--- src/rtl/bootrom_mux_pkg.sv ---
package bootrom_mux_pkg;

    // Bus phase of the sequencer
    typedef enum logic [1:0] {
        PH_IDLE    = 2'd0,
        PH_ADDR_LO = 2'd1,
        PH_ADDR_HI = 2'd2,
        PH_DATA    = 2'd3
    } brom_phase_e;

    // Byte index within one addressed group (group of four bytes)
    localparam int GRP_IDX_W = 2;

endpackage

--- src/rtl/bootrom_seq_ctrl.sv ---
module bootrom_seq_ctrl
    import bootrom_mux_pkg::*;
#(
    parameter int BUS_W = 8
) (
    input  logic                    clk,
    input  logic                    rst_n,
    input  logic                    req_valid,
    input  logic [2*BUS_W-1:0]      req_addr,
    input  logic                    req_write,
    input  logic [GRP_IDX_W-1:0]    req_len_m1,
    input  logic [BUS_W*(1<<GRP_IDX_W)-1:0] req_wdata,
    output logic                    busy,
    output brom_phase_e             phase,
    output logic [GRP_IDX_W-1:0]    idx,
    output logic                    is_write,
    output logic [2*BUS_W-1:0]      addr,
    output logic [BUS_W*(1<<GRP_IDX_W)-1:0] wdata
);
    localparam int ADDR_W = 2 * BUS_W;
    localparam int DATA_W = BUS_W * (1 << GRP_IDX_W);

    typedef struct packed {
        brom_phase_e          phase;
        logic [ADDR_W-1:0]    addr;
        logic                 write;
        logic [GRP_IDX_W-1:0] last;
        logic [GRP_IDX_W-1:0] idx;
        logic [DATA_W-1:0]    wdata;
    } ctrl_state_t;

    ctrl_state_t st_d, st_q;

    always_comb begin
        st_d = st_q;
        unique case (st_q.phase)
            PH_IDLE: begin
                if (req_valid) begin
                    st_d.phase = PH_ADDR_LO;
                    st_d.addr  = req_addr;
                    st_d.write = req_write;
                    st_d.last  = req_len_m1;
                    st_d.idx   = '0;
                    st_d.wdata = req_wdata;
                end
            end
            PH_ADDR_LO: st_d.phase = PH_ADDR_HI;
            PH_ADDR_HI: begin
                st_d.phase = PH_DATA;
                st_d.idx   = '0;
            end
            PH_DATA: begin
                if (st_q.idx == st_q.last) begin
                    st_d.phase = PH_IDLE;
                end else begin
                    st_d.idx = st_q.idx + 1'b1;
                end
            end
            default: st_d.phase = PH_IDLE;
        endcase
    end

    always_ff @(posedge clk) begin
        if (!rst_n) begin
            st_q <= '0;
        end else begin
            st_q <= st_d;
        end
    end

    assign busy     = (st_q.phase != PH_IDLE);
    assign phase    = st_q.phase;
    assign idx      = st_q.idx;
    assign is_write = st_q.write;
    assign addr     = st_q.addr;
    assign wdata    = st_q.wdata;

endmodule

--- src/rtl/bootrom_bus_fmt.sv ---
module bootrom_bus_fmt
    import bootrom_mux_pkg::*;
#(
    parameter int BUS_W = 8
) (
    input  brom_phase_e             phase,
    input  logic [GRP_IDX_W-1:0]    idx,
    input  logic                    is_write,
    input  logic [2*BUS_W-1:0]      addr,
    input  logic [BUS_W*(1<<GRP_IDX_W)-1:0] wdata,
    output logic [BUS_W-1:0]        bus_out,
    output logic                    bus_oe
);
    // First address cycle: {write strobe_n, read strobe_n, addr[BUS_W-1:GRP_IDX_W]}
    logic [BUS_W-1:0] lo_frame;
    logic             we_n;
    logic             oe_n;

    assign we_n     = ~is_write;
    assign oe_n     = is_write;
    assign lo_frame = {we_n, oe_n, addr[BUS_W-1:GRP_IDX_W]};

    always_comb begin
        bus_out = '0;
        bus_oe  = 1'b0;
        unique case (phase)
            PH_ADDR_LO: begin
                bus_out = lo_frame;
                bus_oe  = 1'b1;
            end
            PH_ADDR_HI: begin
                bus_out = addr[2*BUS_W-1:BUS_W];
                bus_oe  = 1'b1;
            end
            PH_DATA: begin
                if (is_write) begin
                    bus_out = wdata[idx*BUS_W +: BUS_W];
                    bus_oe  = 1'b1;
                end
            end
            default: begin
                bus_out = '0;
                bus_oe  = 1'b0;
            end
        endcase
    end

endmodule

--- src/rtl/bootrom_rd_capture.sv ---
module bootrom_rd_capture
    import bootrom_mux_pkg::*;
#(
    parameter int BUS_W = 8
) (
    input  logic                 clk,
    input  logic                 rst_n,
    input  logic                 sample,
    input  logic [GRP_IDX_W-1:0] idx,
    input  logic [BUS_W-1:0]     bus_in,
    output logic                 rd_valid,
    output logic [BUS_W-1:0]     rd_data,
    output logic [GRP_IDX_W-1:0] rd_idx
);
    typedef struct packed {
        logic                 valid;
        logic [BUS_W-1:0]     data;
        logic [GRP_IDX_W-1:0] idx;
    } cap_state_t;

    cap_state_t cap_d, cap_q;

    always_comb begin
        cap_d       = cap_q;
        cap_d.valid = sample;
        if (sample) begin
            cap_d.data = bus_in;
            cap_d.idx  = idx;
        end
    end

    always_ff @(posedge clk) begin
        if (!rst_n) begin
            cap_q <= '0;
        end else begin
            cap_q <= cap_d;
        end
    end

    assign rd_valid = cap_q.valid;
    assign rd_data  = cap_q.data;
    assign rd_idx   = cap_q.idx;

endmodule

--- src/rtl/bootrom_strap_latch.sv ---
module bootrom_strap_latch #(
    parameter int BUS_W     = 8,
    parameter int STRAP_BIT = 1
) (
    input  logic             clk,
    input  logic             rst_n,
    input  logic [BUS_W-1:0] bus_in,
    output logic             strap
);
    logic strap_d, strap_q;

    // Tracks the pad while reset is held; frozen once reset is released
    always_comb begin
        strap_d = rst_n ? strap_q : bus_in[STRAP_BIT];
    end

    always_ff @(posedge clk) begin
        strap_q <= strap_d;
    end

    assign strap = strap_q;

endmodule

--- src/rtl/bootrom_mux_seq.sv ---
module bootrom_mux_seq
    import bootrom_mux_pkg::*;
#(
    parameter int BUS_W     = 8,
    parameter int STRAP_BIT = 1
) (
    input  logic                  clk,
    input  logic                  rst_n,
    input  logic                  req_valid,
    input  logic [2*BUS_W-1:0]    req_addr,
    input  logic                  req_write,
    input  logic [GRP_IDX_W-1:0]  req_len_m1,
    input  logic [BUS_W*(1<<GRP_IDX_W)-1:0] req_wdata,
    output logic                  busy,
    input  logic [BUS_W-1:0]      bus_in,
    output logic [BUS_W-1:0]      bus_out,
    output logic                  bus_oe,
    output logic                  rd_valid,
    output logic [BUS_W-1:0]      rd_data,
    output logic [GRP_IDX_W-1:0]  rd_idx,
    output logic                  cfg_strap
);
    localparam int ADDR_W = 2 * BUS_W;
    localparam int DATA_W = BUS_W * (1 << GRP_IDX_W);

    brom_phase_e          phase_w;
    logic [GRP_IDX_W-1:0] idx_w;
    logic                 write_w;
    logic [ADDR_W-1:0]    addr_w;
    logic [DATA_W-1:0]    wdata_w;
    logic                 sample_w;

    bootrom_seq_ctrl #(.BUS_W(BUS_W)) u_ctrl (
        .clk        (clk),
        .rst_n      (rst_n),
        .req_valid  (req_valid),
        .req_addr   (req_addr),
        .req_write  (req_write),
        .req_len_m1 (req_len_m1),
        .req_wdata  (req_wdata),
        .busy       (busy),
        .phase      (phase_w),
        .idx        (idx_w),
        .is_write   (write_w),
        .addr       (addr_w),
        .wdata      (wdata_w)
    );

    bootrom_bus_fmt #(.BUS_W(BUS_W)) u_fmt (
        .phase    (phase_w),
        .idx      (idx_w),
        .is_write (write_w),
        .addr     (addr_w),
        .wdata    (wdata_w),
        .bus_out  (bus_out),
        .bus_oe   (bus_oe)
    );

    assign sample_w = (phase_w == PH_DATA) && !write_w;

    bootrom_rd_capture #(.BUS_W(BUS_W)) u_cap (
        .clk      (clk),
        .rst_n    (rst_n),
        .sample   (sample_w),
        .idx      (idx_w),
        .bus_in   (bus_in),
        .rd_valid (rd_valid),
        .rd_data  (rd_data),
        .rd_idx   (rd_idx)
    );

    bootrom_strap_latch #(.BUS_W(BUS_W), .STRAP_BIT(STRAP_BIT)) u_strap (
        .clk    (clk),
        .rst_n  (rst_n),
        .bus_in (bus_in),
        .strap  (cfg_strap)
    );

endmodule

--- config.mk ---
export PLATFORM = sky130hd
export DESIGN_NAME = bootrom_mux_seq
export DESIGN_NICKNAME = d
export VERILOG_FILES = /design/src/rtl/bootrom_mux_pkg.sv /design/src/rtl/bootrom_seq_ctrl.sv /design/src/rtl/bootrom_bus_fmt.sv /design/src/rtl/bootrom_rd_capture.sv /design/src/rtl/bootrom_strap_latch.sv /design/src/rtl/bootrom_mux_seq.sv
export SDC_FILE = /design/constraint.sdc
export NUM_CORES = 1
export LEC_CHECK = 0
export ABC_AREA = 1
export CAP_MARGIN = 40
export CORE_UTILIZATION = 45
export DETAILED_ROUTE_END_ITERATION = 8
export PLACE_DENSITY_LB_ADDON = 0.05
export RECOVER_POWER = 50
export REMOVE_ABC_BUFFERS = 1
export SLEW_MARGIN = 0
export SYNTH_ARGS = -nofsm -noshare
export SYNTH_HDL_FRONTEND = slang
export SYNTH_SLANG_ARGS = --single-unit
--- constraint.sdc ---
create_clock -name clk -period 1.6 [get_ports clk]
set_input_delay 0.24 -clock clk [delete_from_list [all_inputs] [get_ports clk]]
set_output_delay 0.24 -clock clk [all_outputs]
set_load 0.02 [all_outputs]
Yosys cells after proc, flatten, opt, wreduce, memory -nomap -nowiden

Index checks and enable logic that the tools add are counted.

Input bits: 62
Word-level logic and storage cells: 38
Output and inout bits: 22
Bits in registers: 67

Shift-type cells: 1
Multiplexer cells: 9
Bitwise operators: 1
$add $sub $neg: 1
Reductions and logical operators: 9
Equal/unequal tests: 7

Operators with widths:

| operator            | count |
|---|---|
| $mux 55             | 1 |
| $shiftx 32x6->8     | 1 |
| $pmux 8 s3          | 1 |
| $mux 8              | 1 |
| $pmux 2 s4          | 1 |
| $pmux 2 s3          | 1 |
| $eq 2x2->1 const B  | 2 |
| $mux 2              | 2 |
| $ne 2x2->1 const B  | 2 |
| $reduce_and 2->1    | 2 |
| $reduce_and 3->1    | 1 |
| $reduce_bool 3->1   | 1 |
| $add 2x1->2 const B | 1 |
| $eq 2x1->1 const B  | 1 |
| $eq 2x2->1          | 1 |
| $logic_not 2->1     | 1 |
| $ne 2x1->1 const B  | 1 |
| $pmux 1 s2          | 1 |
| $reduce_bool 2->1   | 1 |
| $reduce_or 2->1     | 1 |
| $logic_and 1x1->1   | 1 |
| $logic_not 1->1     | 1 |
| $mux 1              | 1 |
| $not 1->1           | 1 |

Longest topological paths before layout

Word-level depth: 3
Depth in mapped cells: 9
Gate-level depth less buffers: 8

Hierarchy

Synthesis repeated with hierarchy kept, for this count alone.

Cells, all modules: 545
Area total of the unflattened synthesis: 3651.0 sq um

By module, submodules not included:

| module              | seq. area each (sq um) | area each (sq um) | cells an instance | times used |
|---|---|---|---|---|
| bootrom_seq_ctrl    | 1101.1                 | 2451.1            | 322               | 1 |
| bootrom_bus_fmt     | 0.0                    | 710.7             | 153               | 1 |
| bootrom_rd_capture  | 220.2                  | 445.4             | 66                | 1 |
| bootrom_strap_latch | 30.0                   | 33.8              | 2                 | 1 |
| bootrom_mux_seq     | 0.0                    | 10.0              | 2                 | 1 |

Least setup slack after synthesis

No wires, ideal clock.

Path type: flip-flop to output port
From: reg u_ctrl.st_q (netlist bit u_ctrl.phase[1])
To: out bus_out[0]
Stages on the path, launching flop included: 7
Path slack: 128 ps
Path buffers: 1
Arrival time: 1232 ps
Required time: 1360 ps
Cell sequence: dfxtp_1 -> inv_1 -> ha_1 -> clkbuf_1 -> a22o_1 -> inv_1 -> a21oi_2

Longest elaborated chain between the ends: 2
Elaborated cells on any way between the ends: 4

RTL lines:

| element                                         | line                   | RTL |
|---|---|---|
| start, declared                                 | bootrom_seq_ctrl.sv:32 | `ctrl_state_t st_d, st_q;` |
| start signal, assigned                          | bootrom_seq_ctrl.sv:67 | `st_q <= st_d;` |
| $eq 2x2->1 / $eq 2x1->1 (equally long branches) | bootrom_bus_fmt.sv:26  | `unique case (phase)` |
| $pmux 8 s3 *                                    | bootrom_bus_fmt.sv:26  |  |
| end, declared                                   | bootrom_mux_seq.sv:16  | `output logic [BUS_W-1:0] bus_out,` |

Every way passes the cells marked *; elsewhere a longest branch is shown, timed or not.

Worst setup path in the final report

From: reg u_ctrl.st_q (netlist bit u_ctrl.phase[1])
To: out bus_out[5]

Same word-level chain as after synthesis.

==> metrics.txt <==
clk slew on worst S/H paths about 0.07 ns; post-route setup TNS -1.17 ns; most used cell, CP buf_4; commonest non-fill, non-tap cell in the layout nor2_1; Post-CTS Hold Buffers 0; GRT Total Usage 23.9%; first-pass GRT wire length approximately 12000 um; RD Place Congestion 0.831; Post-Syn Area 0.00291 sq mm; synthesis-to-layout area growth 46.4%; delay-heaviest family, CP flip-flops; CP Cell Sequence buf_4 -> ha_4 -> a22o_1 -> inv_1 -> a21oi_2 -> buf_4; worst setup margin -0.144 ns; Layout fillers 550; Synth Warn # 0; PD cells between 1000 and 1500 mW/mm^2; placed inst area 0.00391 sq mm; Seq/Total Area, Yosys roughly 45%; Critical-path top delay cell dfxtp_4; Root Buffer clkbuf_8; commonest non-fill, non-tap cells in the layout 141 x nor2_1, 69 x clkdlybuf4s50_1, 63 x o21ai_1, 61 x dfxtp_1, 37 x nand2_1; leakage power between 1.5 and 2 nW; Inserted Diodes 0; Slew @ Worst Pin 1.02 ns; Std-Cell Rows 28; port bufs 81; # H-tree levels 3; Die Area a little under 0.007 sq mm; Post-layout nets between 500 and 600; final WL between 7000 and 8000 um; outcome finished, violations left; Synth area leaders dfxtp_1 44%, nor2_1 19%, o21ai_1 9.8%; Buffers & Inverters on Critical Path 3; post-route insts no fill between 500 and 600; Setup Skew ~0.0076 ns; critical path peak fanout 9; DRC errors left 0; register bit total from synthesis 65; Core ar. 0.00610 sq mm; setup violators final 11; HP Class flip-flop to flip-flop; Worst setup SP type flip-flop; initial antenna violation count 0; violated checks setup timing; ratio of cells with drive above 1 in the final layout 16.9%; 1st-iter DRT viols around 170; CP endpoint kind output pin; Critical Path RT 1.36 ns; Starting Density 47.7%; overall power 6.29 mW; IO Count 84; clock buffer depth 2; total number of vias between 2k and 3k; Routed Antenna Nets 0; hpwl dp 5050 um; grt ovf 0; TritonCTS sink count between 60 and 70; Die Span X between 80 and 90 um; die height slightly above 80 um; Max Clock Freq roughly 570 MHz; CP max stage delay ~0.36 ns; Slew Limit Fails 0; cell count along the critical path 6; Hold Path Cell Cnt 2; vias per cell ~4.9; CTS tree yes; Max VDD drop between 0.0009 and 0.001 V; Unique masters post-synth 22; CP Class flip-flop to output pin; CTS buffer count 9; Avg WL per Cell 12.8 um; Slew HR 31.8%; DR pass1 iterations 4; final hold violation count 0; arrival time worst endpoint ~1.5 ns; vias in the first global route 2686; largest net degree at the start of global routing 31; post-route clock period utilization 109%; r2r worst-path depth 8; Inst Count DP approximately 570; Period minus WS final approximately 1.7 ns; Clock Latency Late Sink around 0.33 ns; RSZ-0062 raised after global routing yes; Synth Instances ~400; post-synth top area cell dfxtp_1; Non-Filler Cell Area, Final approximately 0.0043 sq mm; top cell type's share of synthesized area between 40 and 50%; Avg Cell Area, Syn ~7.1 sq um; Max-Cap Viols 0
==> cell families (layout without fill, tap and decap cells) <==
family	Yosys count	after routing	synth area share [%]
adder cells (fa/ha/maj)	6	6	2.58
AND/OR/NAND/NOR	188	188	24.8
flip-flops	65	65	45.1
AO/OA/AOI/OAI	102	102	19.4
buffers and inverters	47	153	8.13
==> per-stage QoR <==
| step | util [%] | setup WS, ns | hold slack [ns] |
|---|---|---|---|
| final | 69.9 | -0.144 | 0.482 |
| after global routing | 69.9 | -0.236 | 0.502 |
| after CTS | 69.6 | -0.142 | 0.335 |
| after detailed placement | 64.2 | -0.400 | 0.464 |
| after global placement | 64.2 | -0.349 | 0.457 |
| after floorplan | - | -0.376 | 0.339 |
==> state kept, by name (all words and copies together) (netlist names) <==
signal	cells
u_cap.rd_valid	1
u_ctrl.is_write	1
u_cap.rd_idx	2
u_ctrl.wdata	32
u_ctrl.idx	2
u_strap.strap	1
u_ctrl.addr	14
u_cap.rd_data	8
u_ctrl.phase	2
u_ctrl.st_q	2
==> Yosys cell counts (all sizes together) <==
| cell | n |
|---|---|
| a22o | 6 |
| edfxtp | 1 |
| clkbuf | 7 |
| nand3 | 3 |
| inv | 22 |
| buf | 18 |
| a21oi | 20 |
| nand4 | 2 |
| nor2 | 144 |
| o21ai | 75 |
| dfxtp | 64 |
| ha | 6 |
| a22oi | 1 |
| nand2 | 39 |
==> cell type report <==
type	count	area (sq um)	area share, %
Inverter	22	90.1	2.11
Multi-Input combinational cell	296	1430	33.6
Tap cell	75	93.8	2.20
Clock buffer	15	188	4.40
Sequential cell	65	1320	31.0
Clock inverter	1	30.0	0.705
Timing Repair Buffer	115	1110	26.0
==> worst paths after layout <==
path                            to              from  slack [ns]
setup / recovery        bus_out[5]   u_ctrl.phase[1]       -0.14
hold / removal    u_cap.rd_data[2]  u_cap.rd_data[2]        0.48
setup reg to reg   u_ctrl.is_write   u_ctrl.phase[0]       -0.04
hold reg to reg   u_cap.rd_data[2]  u_cap.rd_data[2]        0.48
==> worst register-to-register path, cell delays in order, from the launching register on <==
cell     delay, ns
dfxtp_2       0.35
inv_1         0.09
buf_6         0.14
ha_4          0.15
buf_4         0.13
nand2_1       0.16
buf_4         0.26
o21ai_1       0.09
a21oi_1       0.19
==> power by group <==
| part | switching, mW | internal, mW | leakage [nW] |
|---|---|---|---|
| Clock | 0.589 | 0.903 | 0.109 |
| Combinational | 1.37 | 1.18 | 1.11 |
| Sequential | 0.220 | 2.02 | 0.539 |
| Total | 2.18 | 4.10 | 1.76 |
==> what timing repair did <==
action | in CTS | in global routing
pin swaps | 14 | 9
endpoints found under the setup margin | 16 | 11
resized for setup | 78 | 18
cloned | 1 | 0
buffers inserted | 5 | 0
==> routing by layer <==
metal  global-route usage [%]  up-vias  part of all wire (%)
li1                         -     1517                     -
met1                     29.2     1298                    45
met2                     41.7       81                    49
met3                     3.74       14                   4.8
met4                     9.65        0                   1.5
met5                        0        -                     0
Power figures use the tool's default switching activity.
